### config.mk
export PLATFORM = sky130hd
export DESIGN_NAME = xfetch_unit
export DESIGN_NICKNAME = d
export VERILOG_FILES = /design/src/rtl/xfetch_pkg.sv /design/src/rtl/xfetch_pc.sv /design/src/rtl/xfetch_engine.sv /design/src/rtl/xfetch_split.sv /design/src/rtl/xfetch_unit.sv
export SDC_FILE = /design/constraint.sdc
export NUM_CORES = 1
export LEC_CHECK = 0
export ABC_AREA = 1
export BUFFER_PORTS_ARGS = -buffer_cell sky130_fd_sc_hd__buf_4
export CAP_MARGIN = 20
export CORE_AREA = 2 2 277 279
export DETAILED_ROUTE_END_ITERATION = 16
export DIE_AREA = 0 0 279 281
export PLACE_DENSITY = 0.45
export SLEW_MARGIN = 15
export SYNTH_ARGS = -nofsm -noshare
export SYNTH_HDL_FRONTEND = slang
export SYNTH_HIERARCHICAL = 1
export SYNTH_SLANG_ARGS = --single-unit
export TNS_END_PERCENT = 10
### constraint.sdc
create_clock -name clk -period 1.9 [get_ports clk]
set_input_delay 0.095 -clock clk [delete_from_list [all_inputs] [get_ports clk]]
set_output_delay 0.095 -clock clk [all_outputs]
set_load 0.01 [all_outputs]
### src/rtl/xfetch_pkg.sv
package xfetch_pkg;

  // Block-level fetch engine states
  typedef enum logic [2:0] {
    FS_REQ   = 3'd0,  // present memory request
    FS_MEM   = 3'd1,  // wait for memory response
    FS_START = 3'd2,  // pulse cipher start
    FS_CWAIT = 3'd3,  // wait for cipher done
    FS_FULL  = 3'd4   // block buffered, lanes being issued
  } fetch_st_t;

endpackage

### src/rtl/xfetch_pc.sv
module xfetch_pc #(
  parameter int              ADDR_W   = 32,
  parameter int              STEP     = 8,
  parameter logic [ADDR_W-1:0] RESET_PC = '0
) (
  input  logic              clk,
  input  logic              rst_n,
  input  logic              redirect_i,
  input  logic [ADDR_W-1:0] target_i,
  input  logic              advance_i,
  output logic [ADDR_W-1:0] pc_o
);

  localparam logic [ADDR_W-1:0] STEP_V  = ADDR_W'(STEP);
  localparam logic [ADDR_W-1:0] ALIGN_M = ~(ADDR_W'(STEP - 1));

  logic [ADDR_W-1:0] pc_q;

  always_ff @(posedge clk) begin
    if (!rst_n)          pc_q <= RESET_PC;
    else if (redirect_i) pc_q <= target_i & ALIGN_M;
    else if (advance_i)  pc_q <= pc_q + STEP_V;
  end

  assign pc_o = pc_q;

  // one consumed block moves the counter by exactly one block
  a_r2_pc_step: assert property (@(posedge clk) disable iff (!rst_n)
    (advance_i && !redirect_i) |=> (pc_q == $past(pc_q) + STEP_V));

  // redirect lands on the block containing the target
  a_r8_realign: assert property (@(posedge clk) disable iff (!rst_n)
    redirect_i |=> (pc_q == ($past(target_i) & ALIGN_M)));

endmodule

### src/rtl/xfetch_engine.sv
module xfetch_engine
  import xfetch_pkg::*;
#(
  parameter int BLK_W = 64
) (
  input  logic             clk,
  input  logic             rst_n,
  input  logic             redirect_i,
  input  logic             consumed_i,
  input  logic             mode_wr_i,
  input  logic             mode_on_i,
  output logic             imem_req_o,
  input  logic             imem_gnt_i,
  input  logic             imem_rvalid_i,
  input  logic [BLK_W-1:0] imem_rdata_i,
  output logic             cph_start_o,
  output logic [BLK_W-1:0] cph_din_o,
  input  logic             cph_done_i,
  input  logic [BLK_W-1:0] cph_dout_i,
  output logic             busy_o,
  output logic             blk_valid_o,
  output logic [BLK_W-1:0] blk_data_o
);

  fetch_st_t        st_q;
  logic             drop_q;
  logic             mode_q;
  logic [BLK_W-1:0] din_q;
  logic [BLK_W-1:0] blk_q;
  logic             dec_path;
  logic [BLK_W-1:0] sel_word;

  // Raw/decrypted select: the cipher path is live only while waiting on it
  assign dec_path = (st_q == FS_CWAIT);
  assign sel_word = dec_path ? cph_dout_i : imem_rdata_i;

  always_ff @(posedge clk) begin
    if (!rst_n) begin
      st_q   <= FS_REQ;
      drop_q <= 1'b0;
      mode_q <= 1'b0;
      din_q  <= '0;
      blk_q  <= '0;
    end else begin
      if (mode_wr_i) mode_q <= mode_on_i;
      unique case (st_q)
        FS_REQ: begin
          if (!redirect_i && imem_gnt_i) st_q <= FS_MEM;
        end
        FS_MEM: begin
          if (imem_rvalid_i) begin
            if (drop_q || redirect_i) begin
              st_q   <= FS_REQ;
              drop_q <= 1'b0;
            end else if (mode_q) begin
              din_q <= imem_rdata_i;
              st_q  <= FS_START;
            end else begin
              blk_q <= sel_word;
              st_q  <= FS_FULL;
            end
          end else if (redirect_i) begin
            drop_q <= 1'b1;
          end
        end
        FS_START: begin
          st_q <= FS_CWAIT;
          if (redirect_i) drop_q <= 1'b1;
        end
        FS_CWAIT: begin
          if (cph_done_i) begin
            if (drop_q || redirect_i) begin
              st_q   <= FS_REQ;
              drop_q <= 1'b0;
            end else begin
              blk_q <= sel_word;
              st_q  <= FS_FULL;
            end
          end else if (redirect_i) begin
            drop_q <= 1'b1;
          end
        end
        FS_FULL: begin
          if (redirect_i || consumed_i) st_q <= FS_REQ;
        end
        default: st_q <= FS_REQ;
      endcase
    end
  end

  assign imem_req_o  = (st_q == FS_REQ) && !redirect_i;
  assign cph_start_o = (st_q == FS_START);
  assign cph_din_o   = din_q;
  assign busy_o      = (st_q == FS_START) || (st_q == FS_CWAIT);
  assign blk_valid_o = (st_q == FS_FULL);
  assign blk_data_o  = blk_q;

  // the cipher start is a single-cycle strobe
  a_r6_start_pulse: assert property (@(posedge clk) disable iff (!rst_n)
    cph_start_o |=> !cph_start_o);

  // a result that arrives after a flush never becomes a buffered block
  a_r9_stale_dropped: assert property (@(posedge clk) disable iff (!rst_n)
    (dec_path && cph_done_i && drop_q) |=> !blk_valid_o);

  // an ungranted request stays up with the same source state
  a_r11_req_held: assert property (@(posedge clk) disable iff (!rst_n)
    (imem_req_o && !imem_gnt_i) |=> (redirect_i || imem_req_o));

endmodule

### src/rtl/xfetch_split.sv
module xfetch_split #(
  parameter int              ADDR_W   = 32,
  parameter int              INSTR_W  = 32,
  parameter int              BLK_W    = 64,
  parameter logic [INSTR_W-1:0] NOP_WORD = '0
) (
  input  logic               clk,
  input  logic               rst_n,
  input  logic               blk_valid_i,
  input  logic [BLK_W-1:0]   blk_i,
  input  logic [ADDR_W-1:0]  pc_i,
  input  logic               flush_i,
  output logic               if_valid_o,
  input  logic               if_ready_i,
  output logic [INSTR_W-1:0] if_instr_o,
  output logic [ADDR_W-1:0]  if_pc_o,
  output logic               consumed_o
);

  localparam int LANES = BLK_W / INSTR_W;
  localparam int LW    = (LANES > 1) ? $clog2(LANES) : 1;
  localparam int LB    = $clog2(INSTR_W / 8);

  logic [INSTR_W-1:0] lane_w [LANES];
  logic [LW-1:0]      lane_q;
  logic               last;
  logic               fire;

  // Lane 0 is the lowest-addressed instruction of the block
  for (genvar g = 0; g < LANES; g++) begin : g_lane
    assign lane_w[g] = blk_i[g*INSTR_W +: INSTR_W];
  end

  assign last       = (lane_q == LW'(LANES - 1));
  assign if_valid_o = blk_valid_i && !flush_i;
  assign fire       = if_valid_o && if_ready_i;
  assign consumed_o = fire && last;
  assign if_instr_o = if_valid_o ? lane_w[lane_q] : NOP_WORD;
  assign if_pc_o    = pc_i + (ADDR_W'(lane_q) << LB);

  always_ff @(posedge clk) begin
    if (!rst_n)       lane_q <= '0;
    else if (flush_i) lane_q <= '0;
    else if (fire)    lane_q <= last ? '0 : lane_q + LW'(1);
  end

  // back-pressure keeps the offered instruction intact
  a_r4_hold: assert property (@(posedge clk) disable iff (!rst_n)
    (if_valid_o && !if_ready_i && !flush_i) |=>
      (flush_i || (if_valid_o && $stable(if_instr_o) && $stable(if_pc_o))));

  // a block is released only after its highest lane is taken
  a_r3_last_lane: assert property (@(posedge clk) disable iff (!rst_n)
    consumed_o |-> (if_pc_o[LB +: LW] == LW'(LANES - 1)));

endmodule

### src/rtl/xfetch_unit.sv
module xfetch_unit #(
  parameter int                ADDR_W      = 32,
  parameter int                INSTR_W     = 32,
  parameter int                BLK_W       = 64,
  parameter int                KEY_W       = 64,
  parameter logic [ADDR_W-1:0] RESET_PC    = '0,
  parameter bit                DECRYPT_SEL = 1'b1
) (
  input  logic               clk,
  input  logic               rst_n,
  input  logic               mode_wr_i,
  input  logic               mode_on_i,
  input  logic               br_taken_i,
  input  logic [ADDR_W-1:0]  br_target_i,
  output logic               imem_req_o,
  input  logic               imem_gnt_i,
  output logic [ADDR_W-1:0]  imem_addr_o,
  input  logic               imem_rvalid_i,
  input  logic [BLK_W-1:0]   imem_rdata_i,
  input  logic [KEY_W-1:0]   key1_i,
  input  logic [KEY_W-1:0]   key2_i,
  input  logic [KEY_W-1:0]   key3_i,
  output logic               cph_start_o,
  output logic               cph_decrypt_o,
  output logic [BLK_W-1:0]   cph_din_o,
  output logic [KEY_W-1:0]   cph_key1_o,
  output logic [KEY_W-1:0]   cph_key2_o,
  output logic [KEY_W-1:0]   cph_key3_o,
  input  logic               cph_done_i,
  input  logic [BLK_W-1:0]   cph_dout_i,
  output logic               if_valid_o,
  input  logic               if_ready_i,
  output logic [INSTR_W-1:0] if_instr_o,
  output logic [ADDR_W-1:0]  if_pc_o
);

  localparam int STEP  = BLK_W / 8;
  localparam int OFF_W = $clog2(STEP);

  logic [ADDR_W-1:0] pc_w;
  logic              consumed_w;
  logic              advance_w;
  logic              busy_w;
  logic              blk_valid_w;
  logic [BLK_W-1:0]  blk_w;

  assign advance_w = consumed_w && !br_taken_i;

  xfetch_pc #(
    .ADDR_W  (ADDR_W),
    .STEP    (STEP),
    .RESET_PC(RESET_PC)
  ) u_pc (
    .clk       (clk),
    .rst_n     (rst_n),
    .redirect_i(br_taken_i),
    .target_i  (br_target_i),
    .advance_i (advance_w),
    .pc_o      (pc_w)
  );

  xfetch_engine #(
    .BLK_W(BLK_W)
  ) u_eng (
    .clk          (clk),
    .rst_n        (rst_n),
    .redirect_i   (br_taken_i),
    .consumed_i   (consumed_w),
    .mode_wr_i    (mode_wr_i),
    .mode_on_i    (mode_on_i),
    .imem_req_o   (imem_req_o),
    .imem_gnt_i   (imem_gnt_i),
    .imem_rvalid_i(imem_rvalid_i),
    .imem_rdata_i (imem_rdata_i),
    .cph_start_o  (cph_start_o),
    .cph_din_o    (cph_din_o),
    .cph_done_i   (cph_done_i),
    .cph_dout_i   (cph_dout_i),
    .busy_o       (busy_w),
    .blk_valid_o  (blk_valid_w),
    .blk_data_o   (blk_w)
  );

  xfetch_split #(
    .ADDR_W  (ADDR_W),
    .INSTR_W (INSTR_W),
    .BLK_W   (BLK_W),
    .NOP_WORD('0)
  ) u_split (
    .clk        (clk),
    .rst_n      (rst_n),
    .blk_valid_i(blk_valid_w),
    .blk_i      (blk_w),
    .pc_i       (pc_w),
    .flush_i    (br_taken_i),
    .if_valid_o (if_valid_o),
    .if_ready_i (if_ready_i),
    .if_instr_o (if_instr_o),
    .if_pc_o    (if_pc_o),
    .consumed_o (consumed_w)
  );

  assign imem_addr_o   = pc_w;
  assign cph_decrypt_o = DECRYPT_SEL;
  assign cph_key1_o    = key1_i;
  assign cph_key2_o    = key2_i;
  assign cph_key3_o    = key3_i;

  // cipher wait freezes the counter and issues only bubbles
  a_r7_pc_frozen: assert property (@(posedge clk) disable iff (!rst_n)
    (busy_w && !br_taken_i) |=> $stable(pc_w));

  a_r7_bubble: assert property (@(posedge clk) disable iff (!rst_n)
    busy_w |-> (!if_valid_o && (if_instr_o == '0) && !imem_req_o));

  // requests always name a whole block
  a_r11_aligned: assert property (@(posedge clk) disable iff (!rst_n)
    imem_req_o |-> (imem_addr_o[OFF_W-1:0] == '0));

endmodule

==> results of run 1 <==
## power groups by stage
stage,clock [mW],combinational [mW],sequential (mW)
2_1_floorplan,0,1.30,3.81
3_3_place_gp,0,1.83,3.81
3_5_place_dp,0,1.83,3.82
4_1_cts,3.96,2.02,3.74
5_1_grt,4.06,2.23,3.76
6_report,3.75,2.01,3.73
## placed cells by master (no fill, tap or decap), drive strengths merged, types with 15 or more instances in the layout
| master | instances |
|---|---|
| dlygate4sd3 | 98 |
| dfxtp | 163 |
| a22oi | 18 |
| inv | 197 |
| buf | 418 |
| nand2 | 589 |
| nor2 | 356 |
| nand4 | 64 |
| nand3 | 112 |
| clkbuf | 18 |
| xor2 | 15 |
| a21oi | 60 |
## state kept, by name (all words and copies together), names as in the netlist
register	count
u_split/lane_q	1
u_eng/mode_q	1
u_pc/pc_o	29
u_eng/cph_din_o	64
u_eng/drop_q	1
u_eng/blk_data_o	64
u_eng/st_q	3
## cells by family (layout without fill, tap and decap cells)
family / Yosys count / count (layout)
AND/OR/NAND/NOR: 1133 / 1134
buffers and inverters: 491 / 744
flip-flops: 163 / 163
AO/OA/AOI/OAI: 97 / 97
XOR/XNOR: 21 / 21
adder cells (fa/ha/maj): 4 / 4
other: 2 / 6
## routing by layer
| metal | part of all wire, % | up-vias | global-route usage [%] |
|---|---|---|---|
| li1 | - | 6148 | - |
| met1 | 45 | 5687 | 17.66 |
| met5 | 0.24 | - | 1.501 |
| met3 | 11 | 47 | 7.274 |
| met4 | 1.4 | 4 | 3.722 |
| met2 | 43 | 526 | 21.13 |
## worst max-delay path by stage
stage,depth (start not counted),endpoint,from
2_1_floorplan,14,u_pc/pc_o[12],u_eng/st_q[1]
3_3_place_gp,13,u_pc/pc_o[7],u_eng/st_q[2]
3_5_place_dp,8,u_eng/blk_data_o[48],u_eng/st_q[1]
4_1_cts,8,if_instr_o[1],u_eng/st_q[1]
5_1_grt,8,if_instr_o[10],u_eng/st_q[1]
6_report,8,if_instr_o[7],u_eng/st_q[1]
## cell type report
class                           instances  area [µm²]  share of cell area (%)
Antenna cell                            2       5.005                 0.03069
Timing Repair Buffer                  517        4479                   27.47
Inverter                              195       747.0                   4.581
Tap cell                              978        1224                   7.505
Sequential cell                       163        3273                   20.07
Clock inverter                         15       188.9                   1.159
Multi-Input combinational cell       1260        5963                   36.57
Clock buffer                           17       425.4                   2.609
## metrics by stage
stage | instances | setup WS (ns) | total power, mW | utilization (%) | hold WS, ns
2_1_floorplan | 1913 | -0.03227 | 5.109 | - | 0.1893
3_3_place_gp | 3008 | 0.09258 | 5.642 | 18.88 | 0.1901
3_5_place_dp | 3008 | 0.08060 | 5.648 | 18.88 | 0.1901
4_1_cts | 3140 | -0.09134 | 9.709 | 21.12 | 0.01092
5_1_grt | 3145 | -0.1385 | 10.05 | 21.61 | 0.06923
6_report | 3147 | 0.0002560 | 9.496 | 21.61 | 0.06247
## timing repair
action                                  in CTS  in global routing
setup buffers                                2                  3
resized for setup                           22                 72
gates cloned                                 0                  2
pin swaps                                   16                 19
hold endpoints to repair                   103                  0
endpoints found under the setup margin      32                100
hold buffers                                98                  0
## tightest hold or removal path, cell delays in order
cell and delay (ns):
buf_4 0.11, nand4_1 0.07, nand2_1 0.05, inv_1 0.04, nand3_1 0.07, nand2_1 0.06
nor2_1 0.04
==> results.yml, run 1 <==
sta:
  period_minus_slack_ns: 1.900
  clock.fmax_ghz: 0.5264
  drv_slew: 0
  finalSetupViolCount: 0
  fin_crit_sh_pct: 99.99
  rsz0062_at_grt: "true"
  fin_skew_ns: 0.01597
  tns_ns: 0
  finalHoldViolCount: 0
logic_synthesis:
  synth.cell_area_mm2: 0.01161
  synth_common_cells: "nand2_1, nor2_1, buf_4"
  synth_most_common_cell: "nand2_1"
  synth_edf_count: 0
  synth-compound-area-share_pct: 4.817
  yosysWarnings: 6
  yosys.area_share.simple_pct: 41.47
  yosys.area_share.xor_xnor_pct: 1.584
  ys_seq_area_share_pct: 28.10
  synth_area_leaders: "dfxtp_1, nand2_1, buf_4, nor2_1, inv_1"
  synth_top_family_by_area: "simple AND/OR/NAND/NOR gates"
  synth_seq_cells: 163
  synth_top_area_cell: "dfxtp_1"
  synthMuxAreaShare_pct: 0
  syn_inst: 1911
  yosys.cell_types.count: 36
  avgSynthCellArea_um2: 6.076
  synth_top_area_share_pct: 28.10
  synth-adder-area-share_pct: 0.4310
  dominantRegCellSynth: "dfxtp_1"
  async_reset_ff_share_pct: 0
cts:
  htree_num_levels: 4
  root_buffer: "clkbuf_16"
  cts_num_sinks: 163
  clk_latency_ns: 0.49
  path_clk_slew_ns: 0.09
  cts_tree: "built"
  clockBufferDepth: 2
  cts_buffers: 17
cells_and_area:
  final.fill_count: 8645
  drive_gt1_share_pct: 26.07
  final_nets: 2519
  syn_to_final_growth_pct: 40.43
  stdcell_area_mm2: 0.01631
floorplanning:
  dieWidth_um: 279
  initial_core_util_pct: 15.39
  coreArea_mm2: 0.07544
  die_h_um: 281
  num_io_pins: 717
  fp.dieArea_mm2: 0.07840
  rows: 101
routing:
  drt_iter0_drc: 732
  drt-total-wl_um: 57550
  drt-pass1-iter-count: 6
  vias_per_cell: 3.944
  dr_total_vias: 12410
  post_drt_wl_per_cell_um: 18.29
  remaining_drc_errors: 0
  ant_nets: 0
pwr:
  sequentialPowerShare_pct: 39.3
  swShare_pct: 33.79
  intPower_mw: 6.287
  power_frac_clock_pct: 39.5
  p_leak_nw: 7.451
  p_switching_mw: 3.208
  power_density_mw_per_mm2: 582.4
  power_frac_comb_pct: 21.2
  ir_drop_mv: 0.5198
placed_design:
  hpwlAfterDp_um: 44900
  numPortBuffers: 323
  place_area_mm2: 0.01424
  gp_congestion: 0.9027
global_routing:
  grt_util_all_layers_pct: 14.15
  grt_max_degree: 68
  grt_pass1_vias: 11840
  antenna_found_initial: 0
  overflow: 0
  grt_pass1_wl_um: 80010
setup_path:
  r2r_setup_slack_ns: 0.04
  worstPathCellList: "nor3_2, inv_1, nor2_4, buf_6, inv_4, buf_12, a21oi_1, buf_4"
  worst-endpoint-arrival_ns: 1.80
  end_kind: "primary output"
  r2r_start: "u_eng/st_q[1]"
  critPathLaunchType: "flop"
  crit_family: "buffers and inverters"
  path_max_fanout: 27
  crit_type: "flop to primary output"
  r2r-end: "u_pc/pc_o[7]"
  path_buf_inv: 5
  slowest_delay_ns: 0.35
  critPathSlowestCell: "dfxtp_4"
  reg2regPathDepth: 14
  worst_ep_required_time_ns: 1.80
worst_hold_path:
  whs_endpoint: "u_eng/blk_data_o[34]"
  min_from: "cph_dout_i[34]"
  hold_depth: 7
  hp-class: "primary input to flop"
outcome:
  status: "finished, final reports clean"
flow_run:
  maxCapViolCount: 0
No activity file was read; power rests on OpenSTA's default activity.
==> inputs of run 2 (changes only) <==
- CORE_AREA: 2 2 277 279 -> 4 4 279 281
- DIE_AREA: 0 0 279 281 -> 0 0 283 285
- REMOVE_ABC_BUFFERS: default -> 1
==> run 2 against run 1 <==
Net effect:
- the flow now finishes with violations (negative setup slack)
- register-to-register slack got worse by 0.15 ns
- clock skew increased by 0.0056 ns
- sequential power about the same
- critical path type unchanged
- critical endpoint is now if_instr_o[18]
- largest power group is now registers
==> results.yml, run 2 (same netlist as run 1, synthesis figures left out) <==
setup_path:
  r2r_setup_slack_ns: -0.11
  worst_ep_required_time_ns: 1.80
  worst-endpoint-arrival_ns: 1.92
  crit_type: "flop to primary output"
  reg2regPathDepth: 15
  critPathLaunchType: "flop"
  worstSetupEndpoint: "if_instr_o[18]"
  startpoint: "u_eng/st_q[1]"
  r2r-end: "u_pc/pc_o[12]"
  r2r_start: "u_eng/st_q[1]"
  path_max_fanout: 23
  end_kind: "primary output"
placed_design:
  gp_congestion: 0.9917
  numPortBuffers: 323
  place_area_mm2: 0.01413
  hpwlAfterDp_um: 89640
  post-place-ws_ns: -0.08143
global_routing:
  grt_util_all_layers_pct: 25.19
  grt_pass1_vias: 12080
  grt_pass1_wl_um: 132000
  overflow: 0
  grt_max_degree: 68
  antenna_found_initial: 10
sta:
  worst_pin_slew_ns: 0.5224
  drv_slew: 0
  finalHoldViolCount: 0
  setup_ws_ns: -0.1169
  period_minus_slack_ns: 2.017
  tns_ns: -2.508
  rsz0062_at_grt: "true"
  clock.fmax_ghz: 0.4958
  finalSetupViolCount: 53
  slew_headroom_pct: 65.13
  fin_crit_sh_pct: 106.2
  fin_skew_ns: 0.02157
cells_and_area:
  register_area_mm2: 0.003273
  final.fill_count: 8655
  final_common_cell: "nand2_1"
  layout.cells.most_common_list: "nand2_1, buf_4, nor2_1"
  syn_to_final_growth_pct: 38.41
  stdcell_area_mm2: 0.01607
  drive_gt1_share_pct: 24.85
  final_nets: 2505
  multiInputGateArea_mm2: 0.005847
pwr:
  sequentialPowerShare_pct: 39.6
  intPower_mw: 6.281
  power_frac_comb_pct: 21.3
  ir_drop_mv: 0.7162
  power_density_mw_per_mm2: 586.7
  p_switching_mw: 3.148
  p_leak_nw: 7.387
  power_frac_clock_pct: 39.2
  swShare_pct: 33.39
  fin_total_pwr_mw: 9.429
routing:
  drt-total-wl_um: 105300
  drt_iter0_drc: 832
  drt-pass1-iter-count: 5
  remaining_drc_errors: 0
  ant_nets: 0
  post_drt_wl_per_cell_um: 33.56
  dr_total_vias: 13260
  vias_per_cell: 4.226
floorplanning:
  die_h_um: 285
  dieWidth_um: 283
  fp.dieArea_mm2: 0.08066
  num_io_pins: 717
  initial_core_util_pct: 15.39
  rows: 101
  coreArea_mm2: 0.07544
cts:
  cts_buffers: 17
  cts_tree: "built"
  clk_latency_ns: 0.50
  path_clk_slew_ns: 0.08
  htree_num_levels: 4
  root_buffer: "clkbuf_16"
  cts_num_sinks: 163
  clockBufferDepth: 2
outcome:
  violations: "negative setup slack"
  status: "finished, violations left"
worst_hold_path:
  hp-class: "primary input to flop"
flow_run:
  maxCapViolCount: 0
run 2: per-stage QoR:
stage	hold slack, ns	instances	util [%]
3_5_place_dp	0.1905	2996	18.73
4_1_cts	0.006887	3130	21.11
5_1_grt	0.03827	3135	21.29
3_3_place_gp	0.1905	2996	18.73
6_report	0.06048	3137	21.30
2_1_floorplan	0.1885	1617	-
run 2: routing by layer:
metal,GRT usage (%),wire length (µm),vias to the layer above
met4,6.549,2696,30
met2,37.07,43670,1109
met1,20.30,30120,5911
met5,15.83,1882,-
met3,30.67,26910,74
li1,-,-,6132
run 2: layout make-up:
| type | instances | share of cell area, % |
|---|---|---|
| diodes | 6 | 0.09343 |
| clock buffers | 18 | 2.733 |
| clock inverters | 14 | 0.8564 |
| inverters | 195 | 4.617 |
| multi-input cells | 1259 | 36.38 |
| flip-flops and latches | 163 | 20.37 |
| well taps | 978 | 7.614 |
| repair buffers | 504 | 27.34 |
run 2: what timing repair did:
| action | CTS | global route |
|---|---|---|
| setup endpoints to repair | 120 | 66 |
| hold buffers | 98 | 0 |
| gates resized for setup | 48 | 32 |
| hold endpoints to repair | 149 | 0 |
| buffers inserted | 3 | 1 |
| cloned | 1 | 0 |
| pin swaps | 0 | 1 |
run 2: power by group through the flow:
stage | Clock (mW) | Combinational [mW] | Sequential, mW
2_1_floorplan | 0 | 0.697 | 3.86
3_3_place_gp | 0 | 1.77 | 3.81
6_report | 3.69 | 2.01 | 3.73
5_1_grt | 3.96 | 2.20 | 3.75
4_1_cts | 3.91 | 2.00 | 3.73
3_5_place_dp | 0 | 1.77 | 3.81
run 2: critical path, cell delays in order (launching register included):
cell and delay (ns):
dfxtp_4 0.35, nor3_2 0.17, inv_1 0.09, nor2_4 0.10, buf_6 0.13, inv_8 0.05, buf_12 0.15, a21oi_2 0.13
buf_4 0.15, buf_4 0.12
run 2: worst min path at each step:
stage / from / endpoint / cells past startpoint
floorplan: mode_wr_i / u_eng/mode_q / 1
global placement: key1_i[21] / cph_key1_o[21] / 0
detailed placement: key1_i[21] / cph_key1_o[21] / 0
CTS: cph_dout_i[36] / u_eng/blk_data_o[36] / 7
global route: if_ready_i / u_split/lane_q / 5
finish: if_ready_i / u_split/lane_q / 5
==> inputs of run 3 (changes only) <==
- PLACE_DENSITY: 0.45 -> 0.41
==> run 3 against run 2 <==
Net effect:
- the flow still finishes with violations (negative setup slack)
- power increased by 0.58%
- cell count is 0.61% higher
- clock power is essentially flat
- fmax about the same
- routed wire length rose by 0.62%
- die area stayed put
- sequential power barely moved
- non-clock buffer count rose by 21
- via count grew 0.24%
- hold slack improved by 0.0018 ns
- register-to-register slack improved by 0.12 ns
- critical endpoint is now if_instr_o[19]
- largest power group unchanged
==> results.yml, run 3 (same netlist as run 1, synthesis figures left out) <==
sta:
  setup_ws_ns: -0.1184
  drv_slew: 0
  rsz0062_at_grt: "true"
  hold_slack_ns: 0.06225
  fin_crit_sh_pct: 106.2
  period_minus_slack_ns: 2.018
  clock.fmax_ghz: 0.4954
  finalHoldViolCount: 0
  finalSetupViolCount: 30
  fin_skew_ns: 0.02056
  worst_pin_slew_ns: 0.5647
  slew_headroom_pct: 62.36
cells_and_area:
  multiInputGateArea_mm2: 0.006058
  drive_gt1_share_pct: 27.14
  register_area_mm2: 0.003273
  fin_cells: 3156
  layout.cells.most_common_list: "nand2_1, buf_4, nor2_1"
  final_common_cell: "nand2_1"
  syn_to_final_growth_pct: 42.23
  final_nets: 2526
  final.fill_count: 8705
placed_design:
  numPortBuffers: 323
  hpwlAfterDp_um: 89580
  post-place-ws_ns: -0.1180
  gp_congestion: 0.9506
  dp.cells: 3015
pwr:
  fin_total_pwr_mw: 9.483
  p_leak_nw: 7.511
  power_density_mw_per_mm2: 574.2
  ir_drop_mv: 0.6150
outcome:
  status: "finished, violations left"
  violations: "negative setup slack"
cts:
  root_buffer: "clkbuf_16"
  clk_latency_ns: 0.50
  cts_buffers: 17
  clockBufferDepth: 2
  htree_num_levels: 4
  path_clk_slew_ns: 0.08
  cts_num_sinks: 163
  cts_tree: "built"
setup_path:
  path_max_fanout: 7
  worst-endpoint-arrival_ns: 1.92
  end_kind: "primary output"
  r2r_setup_slack_ns: 0.01
  critPathLaunchType: "flop"
  crit_type: "flop to primary output"
  worst_ep_required_time_ns: 1.80
floorplanning:
  initial_core_util_pct: 15.39
  dieWidth_um: 283
  rows: 101
  coreArea_mm2: 0.07544
  fp.dieArea_mm2: 0.08066
  num_io_pins: 717
  die_h_um: 285
global_routing:
  grt_util_all_layers_pct: 25.32
  antenna_found_initial: 6
  overflow: 0
  grt_max_degree: 68
  grt_pass1_wl_um: 133200
  grt_pass1_vias: 12370
routing:
  drt-pass1-iter-count: 5
  drt-total-wl_um: 105900
  ant_nets: 0
  vias_per_cell: 4.210
  post_drt_wl_per_cell_um: 33.56
  dr_total_vias: 13290
  remaining_drc_errors: 0
  drt_iter0_drc: 707
flow_run:
  maxCapViolCount: 0
worst_hold_path:
  hp-class: "primary input to flop"
-- run 3: critical path: stages (launching register included) --
cell and delay, ns:
dfxtp_4 0.35, nor3_2 0.17, inv_1 0.08, nor2_2 0.12, buf_6 0.15, inv_12 0.06
buf_12 0.15, a21oi_4 0.12, buf_6 0.12, buf_6 0.09
-- run 3: final timing paths --
check                      startpoint                   end  depth (start not counted)
setup / recovery        u_eng/st_q[1]        if_instr_o[19]                          9
hold / removal         cph_dout_i[51]  u_eng/blk_data_o[51]                          7
setup reg to reg        u_eng/st_q[1]          u_pc/pc_o[7]                         14
hold reg to reg   u_eng/cph_din_o[52]   u_eng/cph_din_o[52]                          2
-- run 3: area by class of cell --
class	count	share of cell area, %
inverter	195	4.553
timing repair buffer	525	27.99
tap	978	7.410
multi-input combinational	1259	36.68
antenna	4	0.06061
sequential	163	19.82
clock inverter	14	0.8789
clock buffer	18	2.599
-- run 3: per-layer routing --
| metal | track usage (%) | up-vias | wire length (µm) |
|---|---|---|---|
| met3 | 30.74 | 88 | 26650 |
| li1 | - | 6163 | - |
| met1 | 20.96 | 5949 | 31380 |
| met5 | 12.74 | - | 1488 |
| met2 | 36.90 | 1060 | 43540 |
| met4 | 6.714 | 28 | 2875 |
-- run 3: what timing repair did --
item | 4_1_cts | 5_1_grt
resized for setup | 81 | 57
hold buffers | 100 | 0
pin swaps | 1 | 12
hold endpoints to repair | 129 | 0
endpoints found under the setup margin | 154 | 158
setup buffers | 3 | 1
cloned | 3 | 2
-- run 3: metrics by stage --
step	TNS, ns	util (%)	area [µm²]
6_report	-1.329	21.89	16510
5_1_grt	-7.442	21.88	16510
4_1_cts	-4.082	21.53	16240
3_5_place_dp	-6.627	18.89	14250
3_3_place_gp	-6.619	18.89	14250
2_1_floorplan	-425.91	-	9618
-- run 3: power breakdown --
| part | internal (mW) | leakage (nW) | total [mW] | switching [mW] |
|---|---|---|---|---|
| clock | 1.85 | 0.278 | 3.69 | 1.84 |
| combinational | 0.942 | 5.91 | 2.07 | 1.13 |
| sequential | 3.59 | 1.33 | 3.73 | 0.138 |
